===== src/rtl/mpRxPkg.sv =====
package mpRxPkg;
  typedef struct packed {
    logic shiftEn;
    logic bitVal;
    logic frameDone;
    logic stopOk;
  } rxStrobes_t;

  typedef enum logic [1:0] {
    ST_IDLE  = 2'd0,
    ST_START = 2'd1,
    ST_BITS  = 2'd2,
    ST_STOP  = 2'd3
  } rxState_t;
endpackage


===== src/rtl/mpRxCtrl.sv =====
module mpRxCtrl
  import mpRxPkg::*;
#(
  parameter int OSR        = 16,
  parameter int FRAME_BITS = 9
) (
  input  logic       clk,
  input  logic       rstN,
  input  logic       tick,
  input  logic       rxLine,
  output rxStrobes_t strobes
);
  localparam int CW = $clog2(OSR);
  localparam int IW = $clog2(FRAME_BITS + 1);
  localparam logic [CW-1:0] HALF_CNT = CW'(OSR / 2 - 1);
  localparam logic [CW-1:0] LAST_CNT = CW'(OSR - 1);
  localparam logic [IW-1:0] LAST_IDX = IW'(FRAME_BITS - 1);

  rxState_t      state;
  logic [CW-1:0] cnt;
  logic [IW-1:0] bitIdx;
  logic          sync1, sync2, rxPrev;
  logic          atEnd;

  assign atEnd = tick && (cnt == LAST_CNT);

  always_ff @(posedge clk or negedge rstN) begin
    if (!rstN) begin
      sync1  <= 1'b1;
      sync2  <= 1'b1;
      rxPrev <= 1'b1;
      state  <= ST_IDLE;
      cnt    <= '0;
      bitIdx <= '0;
    end else begin
      sync1 <= rxLine;
      sync2 <= sync1;
      if (tick) rxPrev <= sync2;
      case (state)
        ST_IDLE: begin
          if (tick && rxPrev && !sync2) begin
            state <= ST_START;
            cnt   <= '0;
          end
        end
        ST_START: begin
          if (tick) begin
            if (cnt == HALF_CNT) begin
              cnt    <= '0;
              bitIdx <= '0;
              state  <= sync2 ? ST_IDLE : ST_BITS;
            end else begin
              cnt <= cnt + 1'b1;
            end
          end
        end
        ST_BITS: begin
          if (tick) begin
            cnt <= cnt + 1'b1;
            if (cnt == LAST_CNT) begin
              cnt <= '0;
              if (bitIdx == LAST_IDX) state <= ST_STOP;
              else bitIdx <= bitIdx + 1'b1;
            end
          end
        end
        default: begin
          if (tick) begin
            cnt <= cnt + 1'b1;
            if (cnt == LAST_CNT) begin
              cnt   <= '0;
              state <= ST_IDLE;
            end
          end
        end
      endcase
    end
  end

  always_comb begin
    strobes.shiftEn   = (state == ST_BITS) && atEnd;
    strobes.bitVal    = sync2;
    strobes.frameDone = (state == ST_STOP) && atEnd;
    strobes.stopOk    = sync2;
  end
endmodule


===== src/rtl/mpRxData.sv =====
module mpRxData
  import mpRxPkg::*;
#(
  parameter int DATA_W = 8
) (
  input  logic              clk,
  input  logic              rstN,
  input  rxStrobes_t        strobes,
  input  logic              rdStrobe,
  input  logic              wrWake,
  input  logic              wrWakeVal,
  output logic [DATA_W-1:0] dataOut,
  output logic              idBit,
  output logic              rxFull,
  output logic              ovrErr,
  output logic              frmErr,
  output logic              wakeEn,
  output logic              irq
);
  localparam int FW = DATA_W + 1;

  logic [FW-1:0] shReg;
  logic          frameId, goodEnd, accept, store;

  assign frameId = shReg[FW-1];
  assign goodEnd = strobes.frameDone && strobes.stopOk;
  assign accept  = goodEnd && (!wakeEn || frameId);
  assign store   = accept && !rxFull;

  always_ff @(posedge clk or negedge rstN) begin
    if (!rstN) begin
      shReg   <= '0;
      dataOut <= '0;
      idBit   <= 1'b0;
      rxFull  <= 1'b0;
      ovrErr  <= 1'b0;
      frmErr  <= 1'b0;
      wakeEn  <= 1'b0;
      irq     <= 1'b0;
    end else begin
      irq <= 1'b0;
      if (strobes.shiftEn) shReg <= {strobes.bitVal, shReg[FW-1:1]};
      if (rdStrobe) begin
        rxFull <= 1'b0;
        ovrErr <= 1'b0;
        frmErr <= 1'b0;
      end
      if (strobes.frameDone && !strobes.stopOk) frmErr <= 1'b1;
      if (accept && rxFull) ovrErr <= 1'b1;
      if (store) begin
        dataOut <= shReg[DATA_W-1:0];
        idBit   <= frameId;
        rxFull  <= 1'b1;
        irq     <= 1'b1;
      end
      if (goodEnd && wakeEn && frameId) wakeEn <= 1'b0;
      if (wrWake) wakeEn <= wrWakeVal;
    end
  end
endmodule


===== src/rtl/addrWakeRx.sv =====
module addrWakeRx
  import mpRxPkg::*;
#(
  parameter int DATA_W = 8,
  parameter int OSR    = 16
) (
  input  logic              clk,
  input  logic              rstN,
  input  logic              tick,
  input  logic              rxLine,
  input  logic              rdStrobe,
  input  logic              wrWake,
  input  logic              wrWakeVal,
  output logic [DATA_W-1:0] dataOut,
  output logic              idBit,
  output logic              rxFull,
  output logic              ovrErr,
  output logic              frmErr,
  output logic              wakeEn,
  output logic              irq
);
  localparam int FRAME_BITS = DATA_W + 1;

  rxStrobes_t strobes;

  mpRxCtrl #(.OSR(OSR), .FRAME_BITS(FRAME_BITS)) ctrl (
    .clk(clk), .rstN(rstN), .tick(tick), .rxLine(rxLine), .strobes(strobes)
  );

  mpRxData #(.DATA_W(DATA_W)) dpath (
    .clk(clk), .rstN(rstN), .strobes(strobes), .rdStrobe(rdStrobe),
    .wrWake(wrWake), .wrWakeVal(wrWakeVal), .dataOut(dataOut), .idBit(idBit),
    .rxFull(rxFull), .ovrErr(ovrErr), .frmErr(frmErr), .wakeEn(wakeEn), .irq(irq)
  );
endmodule


===== config.mk =====
export PLATFORM = sky130hd
export DESIGN_NAME = addrWakeRx
export DESIGN_NICKNAME = d
export VERILOG_FILES = /design/src/rtl/mpRxPkg.sv /design/src/rtl/mpRxCtrl.sv /design/src/rtl/mpRxData.sv /design/src/rtl/addrWakeRx.sv
export SDC_FILE = /design/constraint.sdc
export NUM_CORES = 1
export LEC_CHECK = 0
export BUFFER_PORTS_ARGS = -buffer_cell sky130_fd_sc_hd__buf_4
export CAP_MARGIN = 40
export CORE_MARGIN = 2
export CORE_UTILIZATION = 23
export DETAILED_ROUTE_END_ITERATION = 7
export PLACE_DENSITY = 0.42
export RECOVER_POWER = 25
export SETUP_SLACK_MARGIN = 0.2
export SKIP_LAST_GASP = 1
export SYNTH_ARGS = -nofsm -noshare
export SYNTH_HDL_FRONTEND = slang
export SYNTH_SLANG_ARGS = --single-unit
export TNS_END_PERCENT = 10

===== constraint.sdc =====
create_clock -name clk -period 3.3 [get_ports clk]
set_clock_uncertainty 0.05 [all_clocks]
set_input_delay 0.33 -clock clk [delete_from_list [all_inputs] [get_ports clk]]
set_output_delay 0.33 -clock clk [all_outputs]
set_load 0.005 [all_outputs]

==> impl_metrics.toml <==
[yosys]
synth-seq-area-share = 0.5648
synth_cells = 127
yosys_register_bits = 36
post_synth_most_frequent_cells = "dfrtp_1 (33), o21ai_0 (10), mux2_2 (9)"
mappedNetlistNets = 137
synth_warnings = 0
synth_enable_flop_cells = 0
synth_ff_type = "dfrtp_1"
asyncSetResetFlopFracSynth = 1.000
postSynthAreaPerCell_um2 = 12.61
post_synth_main_area_contributors = "dfrtp_1 (52%), mux2_4 (7.5%), mux2_2 (6.3%)"
post_synth_top_area_cell = "dfrtp_1"
synth.distinct_cells = 35
netlist_area_um2 = 1602
yosys.cell_count.top_type = "dfrtp_1"
synth_top_area_frac = 0.5156

[sta]
final.setup.worst_slack_ns = 1.016
rsz0062_at_grt = "no"
final-max-slew-violation-count = 37
setup_viol = 0
clock.fmax_mhz = 437.8
timing_worst_slew_pin_value_ns = 1.945
period_share = 0.6921
hold_violations = 0
max_slew_margin = -0.2964
period_minus_slack_ns = 2.284
fin_setup_tns_ns = 0

[drt]
drt_first_iter_violations = 44
first_pass_iters = 4
antenna_left = 0
route.detailed.drc = 0
post_dr_wirelength_cell_um = 12.86
overall_routed_net_length_mm = 2.997
viasPerCell = 4.416
via_count = 1029

[pwr]
irDropWorstVdd_v = 0.0002685
powerDensity_nw_per_um2 = 550.5
cellLeakagePower_nw = 0.9198

[cts]
cts.clk_slew.worst_paths_ns = 0.07
numClockSinks = 36
insertion_delay_ns = 0.29
max-clock-path-buffers = 2
cts_buffers = 5
ctsHtreeMaxLevel = 2
cts_tree = "done"
root_buffer = "clkbuf_8"
post_cts.repair.setup_buffers = 0

[global_routing]
globalRoute.totalOverflow = 0
grt_antenna_before_repair = 0
grt_pass1_wl_mm = 4.974
vias_in_the_first_global_route = 1055
grt_start_max_net_pins = 37
gr-usage-all-layers = 0.08578

[run_status]
failed_checks = "capacitance limit, slew limit"
status = "complete, but fails checks"

[placed_design]
post_place_worst_slack_ns = 1.055
place_hpwl_mm = 2.075
portBuffers = 20
place_congestion = 0.7948

[setup_path]
end_kind = "async pin"
critPathSlowestCell = "clkbuf_1"
worstPathArrival_ns = 2.26
path_cells = "dlygate4sd3_1, clkbuf_1"
critical_path.startpoint_type = "input pin"
cpLargestDelayFamily = "buffers and inverters"
critical_path.max_fanout = 36
cp.required_ns = 3.27
worstSetupPathType = "input pin to async pin"
ff2ff_setup_slack_ns = 1.07
critical_path.max_stage_delay_ns = 1.39
worst-path-buf-inv = 2

[die]
initial_utilization = 0.2370
chipHeight_um = 87.45
fp.coreArea_um2 = 6756
floorplan.die_area_um2 = 7647
placementRows = 30
io_pins = 21
die_x_um = 87.45

[layout]
synthToLayoutAreaGrowth_pct = 21.56
nFillCells = 688
fin_nets = 162
share_of_layout_cells_above_drive_strength_1 = 0.3268
insertedDiodeCount = 0

[worst_hold_path]
type_of_the_worst_min_delay_path = "input pin to flip-flop"

[flow_run]
max_cap_viols = 1
[report_power, final]
group          total (mW)  internal, mW  switching, mW
logic               0.153        0.0694         0.0832
registers           0.535         0.475         0.0599
clock network       0.384         0.224          0.160
total                1.07         0.768          0.303
[flip-flops by register name, summed over array words and instances, names as in the netlist]
signal	cells
dpath.shReg	9
dpath.dataOut	8
ctrl.bitIdx	4
ctrl.cnt	4
ctrl.state	2
ctrl.rxPrev	1
ctrl.sync1	1
ctrl.sync2	1
dpath.frmErr	1
dpath.idBit	1
dpath.irq	1
dpath.ovrErr	1
dpath.rxFull	1
dpath.wakeEn	1
[worst paths after layout]
path / depth (start not counted) / startpoint / to
min in group asynchronous: 2 / rstN / dpath.irq
worst max-delay path: 2 / rstN / ctrl.cnt[2]
worst max register to register: 5 / ctrl.cnt[0] / dpath.dataOut[2]
worst min-delay path: 1 / rxLine / ctrl.sync1
max in group clk: 5 / ctrl.cnt[0] / dpath.dataOut[2]
worst min register to register: 0 / ctrl.sync1 / ctrl.sync2
[placed cells by master, fill, tap and decap left out, types with 2 or more instances in the layout]
cell type,synthesis,routed
dfrtp_1,33,33
buf_4,0,19
o21ai_0,10,10
mux2_2,9,9
inv_1,8,8
mux2_4,8,8
nand2_1,6,6
nor2b_1,5,5
clkbuf_8,0,5
nand2b_1,4,4
o31ai_1,4,4
nand3_1,4,4
nor2_1,3,3
ha_1,3,3
nand4_1,2,2
a21oi_1,2,2
o22ai_1,2,2
clkbuf_1,0,2
dfstp_2,3,2
[layout make-up]
cell class,count,area [um^2],share of cell area
flip-flops and latches,36,904.6,0.4647
inverters,8,30.03,0.01542
well taps,80,100.1,0.05141
repair buffers,22,163.9,0.08419
multi-input cells,79,640.6,0.3290
clock buffers,6,72.57,0.03728
clock inverters,2,35.03,0.01799
[stage by stage]
step	utilization	total power [mW]	cell area, um^2	hold slack (ns)	cells
6_report	0.2881	1.072	1947	0.09829	233
5_1_grt	0.2881	1.145	1947	0.09032	233
4_1_cts	0.2887	1.096	1951	0.08912	233
3_5_place_dp	0.2713	0.6991	1833	0.2732	224
3_3_place_gp	0.2713	0.6890	1833	0.2597	224
2_1_floorplan	-	0.6518	1602	-0.01559	127
[kinds of logic (layout without fill, tap and decap cells)]
logic type / after synthesis / count (layout) / synth area share
DFF: 36 / 36 / 0.5648
AOI/OAI and AO/OA: 26 / 26 / 0.1086
buffers and inverters: 12 / 38 / 0.03515
muxes: 17 / 17 / 0.1383
adders and majority gates: 3 / 3 / 0.02344
xor gates and xnor gates: 1 / 1 / 0.005470
and+or+nand+nor: 32 / 32 / 0.1242
[what timing repair did]
action | in CTS | in global routing
endpoints found under the hold margin | 33 | 0
hold buffers | 1 | 0
resized for setup | 0 | 0
[routing by layer]
layer	GRT usage	vias to the layer above	wire (um)
met5	0	-	0
met4	0.03776	0	40
met3	0.02938	5	108
met2	0.1357	18	1346
met1	0.1055	503	1502
li1	-	503	-
(Power assumes the default switching activity.)
